==> src/rtl/fms_pkg.sv <==
package fms_pkg;
   localparam int ARG_BYTES = 6;
   localparam int CYL_IDX   = 3;
   localparam int HEAD_IDX  = 5;

   localparam logic [7:0] OP_SEEK_FULL = 8'h07;
   localparam logic [7:0] OP_SEEK_CYL  = 8'h08;
   localparam logic [7:0] OP_SEEK_HEAD = 8'h18;
   localparam logic [7:0] OP_SET_MASK  = 8'h1F;
   localparam logic [7:0] OP_WR_DATA   = 8'h05;
   localparam logic [7:0] OP_WR_KD     = 8'h0D;
   localparam logic [7:0] OP_WR_R0     = 8'h15;
   localparam logic [7:0] OP_WR_CKD    = 8'h1D;

   localparam logic [15:0] ST_UNIT_CHECK = 16'h0200;
   localparam logic [15:0] ST_CLEAN      = 16'h0000;

   typedef enum logic [2:0] {
      K_OTHER,
      K_SEEK_FULL,
      K_SEEK_CYL,
      K_SEEK_HEAD,
      K_SET_MASK,
      K_WRITE
   } cmd_kind_e;

   function automatic cmd_kind_e classify(input logic [7:0] code);
      case (code)
         OP_SEEK_FULL: return K_SEEK_FULL;
         OP_SEEK_CYL:  return K_SEEK_CYL;
         OP_SEEK_HEAD: return K_SEEK_HEAD;
         OP_SET_MASK:  return K_SET_MASK;
         OP_WR_DATA, OP_WR_KD, OP_WR_R0, OP_WR_CKD: return K_WRITE;
         default:      return K_OTHER;
      endcase
   endfunction

   function automatic logic is_seek(input cmd_kind_e k);
      return (k == K_SEEK_FULL) || (k == K_SEEK_CYL) || (k == K_SEEK_HEAD);
   endfunction
endpackage

==> src/rtl/fms_mask_reg.sv <==
module fms_mask_reg
   import fms_pkg::*;
#(
   parameter int MASK_W = 8
) (
   input  logic              clk,
   input  logic              rst_n,
   input  logic              chain_start,
   input  logic              set_req,
   input  logic [MASK_W-1:0] mask_in,
   output logic [MASK_W-1:0] eff_mask,
   output logic              set_ok
);
   generate
      if (MASK_W != 8) begin : g_bad_width
         $error("fms_mask_reg: mask must be one byte");
      end
   endgenerate

   logic [MASK_W-1:0] mask_q;
   logic              set_q;
   logic              eff_set;

   // chain_start acts ahead of a command presented in the same cycle
   assign eff_mask = chain_start ? '0 : mask_q;
   assign eff_set  = chain_start ? 1'b0 : set_q;
   assign set_ok   = !eff_set && !mask_in[5] && !mask_in[1];

   always_ff @(posedge clk or negedge rst_n) begin
      if (!rst_n) begin
         mask_q <= '0;
         set_q  <= 1'b0;
      end else if (set_req && set_ok) begin
         mask_q <= mask_in;
         set_q  <= 1'b1;
      end else if (chain_start) begin
         mask_q <= '0;
         set_q  <= 1'b0;
      end
   end

   // once loaded within a chain the mask cannot be overwritten
   p_once_per_chain_r4: assert property (@(posedge clk) disable iff (!rst_n)
      set_req && set_q && !chain_start |=> $stable(mask_q));

   // a chain start without a mask load leaves the mask cleared
   p_chain_clear_r3: assert property (@(posedge clk) disable iff (!rst_n)
      chain_start && !set_req |=> mask_q == '0);

   // a mask byte with a reserved bit set never reaches the register
   p_reserved_bits_r5: assert property (@(posedge clk) disable iff (!rst_n)
      set_req && (mask_in[5] || mask_in[1]) && !chain_start |=> $stable(mask_q));
endmodule

==> src/rtl/fms_seek_check.sv <==
module fms_seek_check
   import fms_pkg::*;
#(
   parameter int CNT_W     = 16,
   parameter int MIN_COUNT = ARG_BYTES
) (
   input  logic [8*ARG_BYTES-1:0] seek_arg,
   input  logic [CNT_W-1:0]       count,
   input  cmd_kind_e              kind,
   input  logic [1:0]             seek_field,
   input  logic [7:0]             cyl_max,
   input  logic [7:0]             head_max,
   output logic                   seek_ok,
   output logic [7:0]             cyl_arg,
   output logic [7:0]             head_arg
);
   localparam int ARG_W = 8 * ARG_BYTES;

   generate
      if (CNT_W < 3 || MIN_COUNT >= (1 << CNT_W)) begin : g_bad_count
         $error("fms_seek_check: count width too small for MIN_COUNT");
      end
   endgenerate

   logic [ARG_BYTES-1:0] pad_nz;

   // byte i of the argument sits at the top of the vector for i = 0
   for (genvar i = 0; i < ARG_BYTES; i++) begin : g_byte
      localparam int LSB = ARG_W - 8 * (i + 1);
      if (i == CYL_IDX || i == HEAD_IDX) begin : g_field
         assign pad_nz[i] = 1'b0;
      end else begin : g_pad
         assign pad_nz[i] = |seek_arg[LSB +: 8];
      end
   end

   assign cyl_arg  = seek_arg[ARG_W - 8 * (CYL_IDX + 1)  +: 8];
   assign head_arg = seek_arg[ARG_W - 8 * (HEAD_IDX + 1) +: 8];

   logic count_ok;
   logic range_ok;
   logic kind_ok;

   assign count_ok = count >= CNT_W'(MIN_COUNT);
   assign range_ok = (cyl_arg <= cyl_max) && (head_arg <= head_max);

   always_comb begin
      unique case (seek_field)
         2'b00:   kind_ok = 1'b1;
         2'b01:   kind_ok = (kind != K_SEEK_FULL);
         2'b10:   kind_ok = (kind == K_SEEK_HEAD);
         default: kind_ok = 1'b0;
      endcase
   end

   assign seek_ok = count_ok && range_ok && (pad_nz == '0) && kind_ok;
endmodule

==> src/rtl/fms_write_gate.sv <==
module fms_write_gate
   import fms_pkg::*;
(
   input  logic [7:0] code,
   input  logic [1:0] write_field,
   output logic       write_ok
);
   logic is_r0;
   logic is_fmt;

   assign is_r0  = (code == OP_WR_R0);
   assign is_fmt = (code == OP_WR_R0) || (code == OP_WR_CKD);

   always_comb begin
      unique case (write_field)
         2'b00:   write_ok = !is_r0;
         2'b01:   write_ok = 1'b0;
         2'b10:   write_ok = !is_fmt;
         default: write_ok = 1'b1;
      endcase
   end
endmodule

==> src/rtl/fms_validator.sv <==
module fms_validator
   import fms_pkg::*;
#(
   parameter int CNT_W     = 16,
   parameter int MIN_COUNT = 6
) (
   input  logic             clk,
   input  logic             rst_n,
   input  logic             chain_start,
   input  logic             cmd_valid,
   input  logic [7:0]       cmd_code,
   input  logic [CNT_W-1:0] cmd_count,
   input  logic [47:0]      seek_arg,
   input  logic [7:0]       mask_in,
   input  logic [7:0]       cyl_max,
   input  logic [7:0]       head_max,
   output logic             resp_valid,
   output logic             resp_permit,
   output logic [15:0]      resp_status,
   output logic [7:0]       cur_cyl,
   output logic [7:0]       cur_head
);
   localparam int WF_HI = 7;
   localparam int SF_HI = 4;

   generate
      if (MIN_COUNT != ARG_BYTES) begin : g_bad_min
         $error("fms_validator: MIN_COUNT must equal the argument length");
      end
   endgenerate

   cmd_kind_e  kind;
   logic [7:0] eff_mask;
   logic       set_ok;
   logic       seek_ok;
   logic       write_ok;
   logic [7:0] cyl_arg;
   logic [7:0] head_arg;
   logic       permit;

   assign kind = classify(cmd_code);

   fms_mask_reg #(.MASK_W(8)) u_mask (
      .clk         (clk),
      .rst_n       (rst_n),
      .chain_start (chain_start),
      .set_req     (cmd_valid && (kind == K_SET_MASK)),
      .mask_in     (mask_in),
      .eff_mask    (eff_mask),
      .set_ok      (set_ok)
   );

   fms_seek_check #(.CNT_W(CNT_W), .MIN_COUNT(MIN_COUNT)) u_seek (
      .seek_arg   (seek_arg),
      .count      (cmd_count),
      .kind       (kind),
      .seek_field (eff_mask[SF_HI -: 2]),
      .cyl_max    (cyl_max),
      .head_max   (head_max),
      .seek_ok    (seek_ok),
      .cyl_arg    (cyl_arg),
      .head_arg   (head_arg)
   );

   fms_write_gate u_write (
      .code        (cmd_code),
      .write_field (eff_mask[WF_HI -: 2]),
      .write_ok    (write_ok)
   );

   always_comb begin
      unique case (kind)
         K_SEEK_FULL, K_SEEK_CYL, K_SEEK_HEAD: permit = seek_ok;
         K_SET_MASK:                           permit = set_ok;
         K_WRITE:                              permit = write_ok;
         default:                              permit = 1'b1;
      endcase
   end

   always_ff @(posedge clk or negedge rst_n) begin
      if (!rst_n) begin
         resp_valid  <= 1'b0;
         resp_permit <= 1'b0;
         resp_status <= ST_CLEAN;
         cur_cyl     <= '0;
         cur_head    <= '0;
      end else begin
         resp_valid <= cmd_valid;
         if (cmd_valid) begin
            resp_permit <= permit;
            resp_status <= permit ? ST_CLEAN : ST_UNIT_CHECK;
            if (permit && (kind == K_SEEK_FULL || kind == K_SEEK_CYL))
               cur_cyl <= cyl_arg;
            if (permit && (kind == K_SEEK_FULL || kind == K_SEEK_HEAD))
               cur_head <= head_arg;
         end
      end
   end

   // one response per command, one cycle later
   p_resp_timing_r2: assert property (@(posedge clk) disable iff (!rst_n)
      cmd_valid |=> resp_valid);
   p_no_spurious_r2: assert property (@(posedge clk) disable iff (!rst_n)
      !cmd_valid |=> !resp_valid);

   // a rejected command leaves the position untouched
   p_hold_on_reject_r12: assert property (@(posedge clk) disable iff (!rst_n)
      resp_valid && !resp_permit |-> $stable(cur_cyl) && $stable(cur_head));

   // short seek counts are refused
   p_short_count_r10: assert property (@(posedge clk) disable iff (!rst_n)
      cmd_valid && is_seek(kind) && (cmd_count < CNT_W'(MIN_COUNT)) |=> !resp_permit);

   // out-of-range cylinder or head is refused
   p_limits_r9: assert property (@(posedge clk) disable iff (!rst_n)
      cmd_valid && is_seek(kind) && (cyl_arg > cyl_max || head_arg > head_max)
      |=> !resp_permit);

   // seek-head never moves the arm, seek-cylinder never switches heads
   p_head_only_r11: assert property (@(posedge clk) disable iff (!rst_n)
      cmd_valid && kind == K_SEEK_HEAD |=> $stable(cur_cyl));
   p_cyl_only_r11: assert property (@(posedge clk) disable iff (!rst_n)
      cmd_valid && kind == K_SEEK_CYL |=> $stable(cur_head));

   // write field 01 refuses every write
   p_inhibit_writes_r6: assert property (@(posedge clk) disable iff (!rst_n)
      cmd_valid && kind == K_WRITE && eff_mask[WF_HI -: 2] == 2'b01 |=> !resp_permit);

   // seek field 11 refuses every seek
   p_inhibit_seeks_r7: assert property (@(posedge clk) disable iff (!rst_n)
      cmd_valid && is_seek(kind) && eff_mask[SF_HI -: 2] == 2'b11 |=> !resp_permit);
endmodule

==> config.mk <==
export PLATFORM = sky130hd
export DESIGN_NAME = fms_validator
export DESIGN_NICKNAME = d
export VERILOG_FILES = /design/src/rtl/fms_pkg.sv /design/src/rtl/fms_mask_reg.sv /design/src/rtl/fms_seek_check.sv /design/src/rtl/fms_write_gate.sv /design/src/rtl/fms_validator.sv
export SDC_FILE = /design/constraint.sdc
export NUM_CORES = 1
export LEC_CHECK = 0
export BUFFER_PORTS_ARGS = -buffer_cell sky130_fd_sc_hd__buf_2
export CAP_MARGIN = 20
export CORE_UTILIZATION = 40
export DETAILED_ROUTE_END_ITERATION = 10
export PLACE_DENSITY = 0.81
export SYNTH_ARGS = -nofsm -noshare
export SYNTH_HDL_FRONTEND = slang
export SYNTH_SLANG_ARGS = --single-unit
==> constraint.sdc <==
create_clock -name clk -period 3.1 [get_ports clk]
set_input_delay 0.62 -clock clk [delete_from_list [all_inputs] [get_ports clk]]
set_output_delay 0.62 -clock clk [all_outputs]
set_load 0.03 [all_outputs]
# Yosys cells after proc, flatten, opt, wreduce, memory -nomap -nowiden
# Memories as Yosys holds them, arrays and structs flattened.
# Index checks and enable logic that the tools add are counted.
[op_classes]
n_lt_le_gt_ge = 3
eq_ne = 12
mux = 9
n_reduce_logical = 29
[op_table]
columns = ["cell", "n"]
rows = [
  ["$reduce_or A8 Y1", 4],
  ["$eq A8 B5 Y1 const B", 2],
  ["$ge A16 B3 Y1 const B", 1],
  ["$le A8 B8 Y1", 2],
  ["$mux W8", 2],
  ["$logic_and A1 B1 Y1", 10],
  ["$mux W10", 1],
  ["$pmux W1 S3", 3],
  ["$eq A3 B2 Y1 const B", 2],
  ["$eq A3 B3 Y1 const B", 2],
  ["$logic_not A6 Y1", 1],
  ["$logic_not A1 Y1", 5],
  ["$eq A2 B1 Y1 const B", 2],
  ["$eq A2 B2 Y1 const B", 2],
  ["$logic_not A2 Y1", 2],
  ["$reduce_and A2 Y1", 2],
  ["$eq A3 B1 Y1 const B", 1],
  ["$logic_not A3 Y1", 1],
  ["$logic_or A1 B1 Y1", 3],
  ["$mux W3", 1],
  ["$ne A3 B1 Y1 const B", 1],
  ["$reduce_or A3 Y1", 1],
  ["$mux W1", 2],
]
[word_totals]
reg_bits = 39
rom_bits = 96
output_inout_bits = 34
wordCells = 61
n_memories = 1
[memory_table]
columns = ["memory", "depth", "word_bits", "read_ports", "rd_ports_with_merged_regs", "wr", "line", "rtl"]
rows = [
  ["(name not given)", 32, 3, 1, 0, 0, "fms_pkg.sv:28", "case (code)"],
]

# Longest topological paths before layout
[depth]
word_depth = 8
mapped_depth = 10
mapped_depth_nobuf = 9

# Modules after synthesis
# From an unflattened synthesis, not the netlist that was laid out.
[hier_totals]
cells_unflattened = 223
hier_area_um2 = 2167.1
[modules_own_cells]
columns = ["module", "n_inst", "cells_each", "area_each_um2", "seq_area_each_um2"]
rows = [
  ["fms_validator", 1, 81, 992.2, 475.5],
  ["fms_seek_check", 1, 91, 678.2, 0.0],
  ["fms_mask_reg", 1, 46, 462.9, 225.2],
  ["fms_write_gate", 1, 5, 33.8, 0.0],
]

# Worst setup path before layout
# Ideal clock, no wire load.
[synth_timing]
path_type = "in2reg"
start = "input chain_start"
end = "register cur_cyl[0]"
t_arrival_ns = 2.909
required_ns = 2.975
slack_ns = 0.065
stages = 8
n_path_buf = 1
cell_sequence = "and2b_1 a2111oi_1 o22ai_1 or4_1 o21a_1 or4_4 buf_6 mux2_4"
[synth_via]
elab_chain_cells = 7
[synth_lines]
columns = ["element", "line", "rtl"]
rows = [
  ["from (decl)", "fms_validator.sv:9", "input logic chain_start,"],
  ["$mux W8 or $mux W1 (tied branches)", "--", ""],
  ["$eq A2 B2 Y1 (tied with other cells)", "fms_seek_check.sv:48", "unique case (seek_field)"],
  ["$pmux W1 S3 or $logic_and A1 B1 Y1 (tied branches)", "fms_seek_check.sv:48, fms_mask_reg.sv:27", ""],
  ["$logic_and A1 B1 Y1 (on tied branches)", "fms_seek_check.sv:56, fms_mask_reg.sv:27", ""],
  ["$pmux W1 S3 (*)", "fms_validator.sv:72", "unique case (kind)"],
  ["$logic_and A1 B1 Y1 (*)", "fms_validator.sv:92", "if (permit && (kind == K_SEEK_FULL || kind == K_SEEK_CYL))"],
  ["$reduce_and A2 Y1 (no source line) (*)", "--", ""],
  ["to (signal assigned)", "fms_validator.sv:93", "cur_cyl <= cyl_arg;"],
  ["to (decl)", "fms_validator.sv:20", "output logic [7:0] cur_cyl,"],
]
# Every way passes the cells marked *; elsewhere a longest branch is shown, timed or not. The select of a mux whose other input is x is not followed.
# A chain may end at the register's enable or synchronous reset.

# Worst setup path in the final report
[layout_timing]
start = "input seek_arg[17]"
end = "register cur_cyl[6]"
[layout_via]
elab_chain_cells = 8
[layout_lines]
columns = ["element", "line", "rtl"]
rows = [
  ["from (decl)", "fms_validator.sv:13", "input logic [47:0] seek_arg,"],
  ["$le A8 B8 Y1", "fms_seek_check.sv:45", "assign range_ok = (cyl_arg <= cyl_max) && (head_arg <= head_max);"],
  ["$logic_and A1 B1 Y1", "fms_seek_check.sv:45", ""],
  ["$logic_and A1 B1 Y1 (3 in a row)", "fms_seek_check.sv:56", "assign seek_ok = count_ok && range_ok && (pad_nz == '0) && kind_ok;"],
  ["$pmux W1 S3", "fms_validator.sv:72", ""],
  ["$logic_and A1 B1 Y1", "fms_validator.sv:92", ""],
  ["$reduce_and A2 Y1 (no source line)", "--", ""],
]
# Every way passes these cells.

==> summary.md <==
| Metric | Value |
|---|---|
| Final Hold Viols | `0` |
| Yosys top cell by area | `dfrtp_1` |
| Gpl congestion | `about 0.8` |
| CTS Root Cell | `clkbuf_8` |
| Hold WS | `between 300 and 400 ps` |
| Required @ worst endpoint | `about 3300 ps` |
| Status | `finished, final reports clean` |
| Cell Rows | `23` |
| Cell with the most instances after synthesis | `dfrtp_1` |
| Worst-skew pair later-pin latency | `between 200 and 300 ps` |
| TritonCTS Buffers | `3` |
| Worst vdd ir | `0.232 mV` |
| Drt total wl | `around 4200 um` |
| Routed Antenna Nets | `0` |
| Worst-path clk slew | `90 ps` |
| Crit Path Max Fanout | `8` |
| RSZ-0062 raised after global routing | `no` |
| Hold_buf cts | `0` |
| CTS tree | `built` |
| Max Buffers Root-to-Sink | `2` |
| Nature of the critical path endpoint | `flop` |
| # H-tree levels | `1` |
| Mapped Cells | `between 150 and 200` |
| DRT Pass-1 Iters | `4` |
| Yosys warns | `0` |
| Vias per cell | `4.95` |
| Setup violators final | `0` |
| Layout cells sized above 1 | `0.515` |
| Number of gates resized after cts | `0` |
| Power Density | `roughly 350 nW/um^2` |
| Worst relative slew slack | `0.643` |
| Pin count of the biggest net entering global routing | `25` |
| Sequential-to-total area share from yosys stat | `0.343` |
| PnR Total Power | `0.871 mW` |
| 1st-iter DRT viols | `24` |
| Gr usage total | `0.187` |
| Vias in the first global route | `1683` |
| Die height | `approximately 70 um` |
| CP Data Arrival Time | `around 3100 ps` |
| Vias | `roughly 1.8k` |
| Setup slack after layout | `about 110 ps` |
| Final net count | `426` |
| Fin crit share | `0.965` |
| Top cells by count, synth | `dfrtp_1 (24), inv_1 (18), ha_1 (16)` |
| Die W | `68.1 um` |
| Synth top area cells | `dfrtp_1 (34%), ha_1 (11%), mux2_2 (7.7%), mux2_4 (6.9%), buf_4 (6.4%)` |
| Hold Path Class | `in -> async` |
| FFs w/ async S/R, synth | `1.00` |
| Crit Path Class | `in -> reg` |
| Min Tclk post-route | `between 2000 and 3000 ps` |
| First-pass GRT wire length | `around 6600 um` |
| CP startpoint kind | `input pin` |
| Slowest stage cell, crit path | `or4_4` |
| Worst path cell trace | `buf_2, ha_1, nor2b_1, o211ai_1, a21oi_1, or4bb_4, o21a_1, or4_4, mux2_4` |
| Max-slew violations | `0` |
| Synthesis-to-finish area growth | `43.1%` |
| R2R depth | `7` |
| Unique cell type count in the Yosys netlist | `34` |
| Clk sinks | `24` |
| Synthesized area per cell | `9.77 um^2` |
| Worst-margin pin slew | `approximately 540 ps` |
| N_diodes | `0` |
| Top FF cell, synth | `dfrtp_1` |
| PortBufs | `roughly 120` |
| Core ar. | `between 4000 and 5000 um^2` |
| Leak pwr | `roughly 1.4 nW` |
| Place WS | `-176 ps` |
| IO Count | `between 100 and 150` |
| Post-Syn Area | `between 1500 and 2000 um^2` |
| Placed Cells | `between 300 and 400` |
| GR Overflow Total | `0` |
| Max_cap viols | `0` |
| Filler instances | `360` |
| DRC violations left | `0` |
| Die area | `4640 um^2` |
| Final non-filler cell total | `359` |
| Detailed placement HPWL | `between 3000 and 4000 um` |
| Setup bufs post-CTS | `0` |
| Starting utilization of the core area | `0.428` |
| Yosys reg bits | `24` |
| EDFF count, synth | `0` |
| Routed WL per cell | `11.8 um` |
| Clock Skew | `6.31 ps` |
| Fmax | `roughly 330 MHz` |
| Slowest stage delay, CP | `660 ps` |
| Antenna violations before repair | `0` |
| Area share of the largest cell type after synthesis | `0.343` |
-- cells by family after synthesis --
family          after synthesis  share of synthesized area
other cells                   1                    0.00214
buf+inv                      34                      0.109
mux                          21                      0.152
compound gates               28                     0.0937
fa+ha+maj                    16                      0.114
simple gates                 55                      0.185
flops                        24                      0.343
-- critical path: cells and delay by family --
kind | cells | cell delay (ps)
adder cells (fa/ha/maj) | 1 | 300
AND/OR/NAND/NOR | 3 | 1330
multiplexers | 1 | 340
AO/OA/AOI/OAI | 3 | 450
buffers and inverters | 1 | 110
-- worst paths after layout --
path                                   from               end  slack (ps)
max                            seek_arg[17]        cur_cyl[6]         110
min                                   rst_n        cur_cyl[1]         320
max reg2reg                u_mask.mask_q[3]        cur_cyl[6]         250
min reg2reg                     cur_head[6]       cur_head[6]         510
max in group asynchronous             rst_n  u_mask.mask_q[6]        2410
min in group clk                cur_head[6]       cur_head[6]         510
-- placed cells by master, fill, tap and decap left out, types with 2 or more instances in the layout --
cell / count
a211oi_1: 2
a21oi_1: 10
and2b_1: 2
buf_2: 115
buf_4: 13
clkbuf_8: 3
conb_1: 15
dfrtp_1: 24
ha_1: 16
inv_1: 18
mux2_2: 12
mux2_4: 8
nand2_1: 11
nand2b_1: 4
nand3_1: 2
nand4_1: 8
nor2_1: 5
nor2b_1: 2
nor3_1: 2
nor4_1: 11
o211ai_1: 2
o21ai_0: 9
or4_4: 2
-- cell type report --
cell class / instances / area [um^2] / area share
inverter: 18 / 67.6 / 0.0270
sequential: 24 / 601 / 0.240
timing repair buffer: 128 / 673 / 0.269
clock inverter: 1 / 30.0 / 0.0120
clock buffer: 3 / 41.3 / 0.0165
multi-input combinational: 135 / 1030 / 0.411
tap: 50 / 62.6 / 0.0250
-- routing by layer --
metal,vias to the layer above,global-route usage,share of wire
met3,2,0.0300,0.073
li1,881,-,-
met1,815,0.210,0.40
met5,-,0,0
met4,0,0.0417,0.0024
met2,79,0.360,0.52
-- metrics by stage --
step	util	instance area, um^2	setup TNS [ps]
2_1_floorplan	-	1800	0
3_3_place_gp	0.591	2410	-1240
3_5_place_dp	0.591	2410	-1390
4_1_cts	0.608	2480	0
5_1_grt	0.612	2500	0
6_report	0.612	2500	0
-- power by group --
group          total [mW]  internal, mW  switching, mW
combinational       0.256         0.113          0.143
sequential          0.342         0.332        0.00940
clock               0.273         0.173          0.100
total               0.871         0.618          0.253
-- sequential cells by signal, indices dropped and copies added (netlist names) --
name and flops:
cur_cyl 8, cur_head 8, resp_permit 1, resp_status 1
resp_valid 1, u_mask.mask_q 4, u_mask.set_q 1
Note: power is estimated with default switching activity, not from simulation.
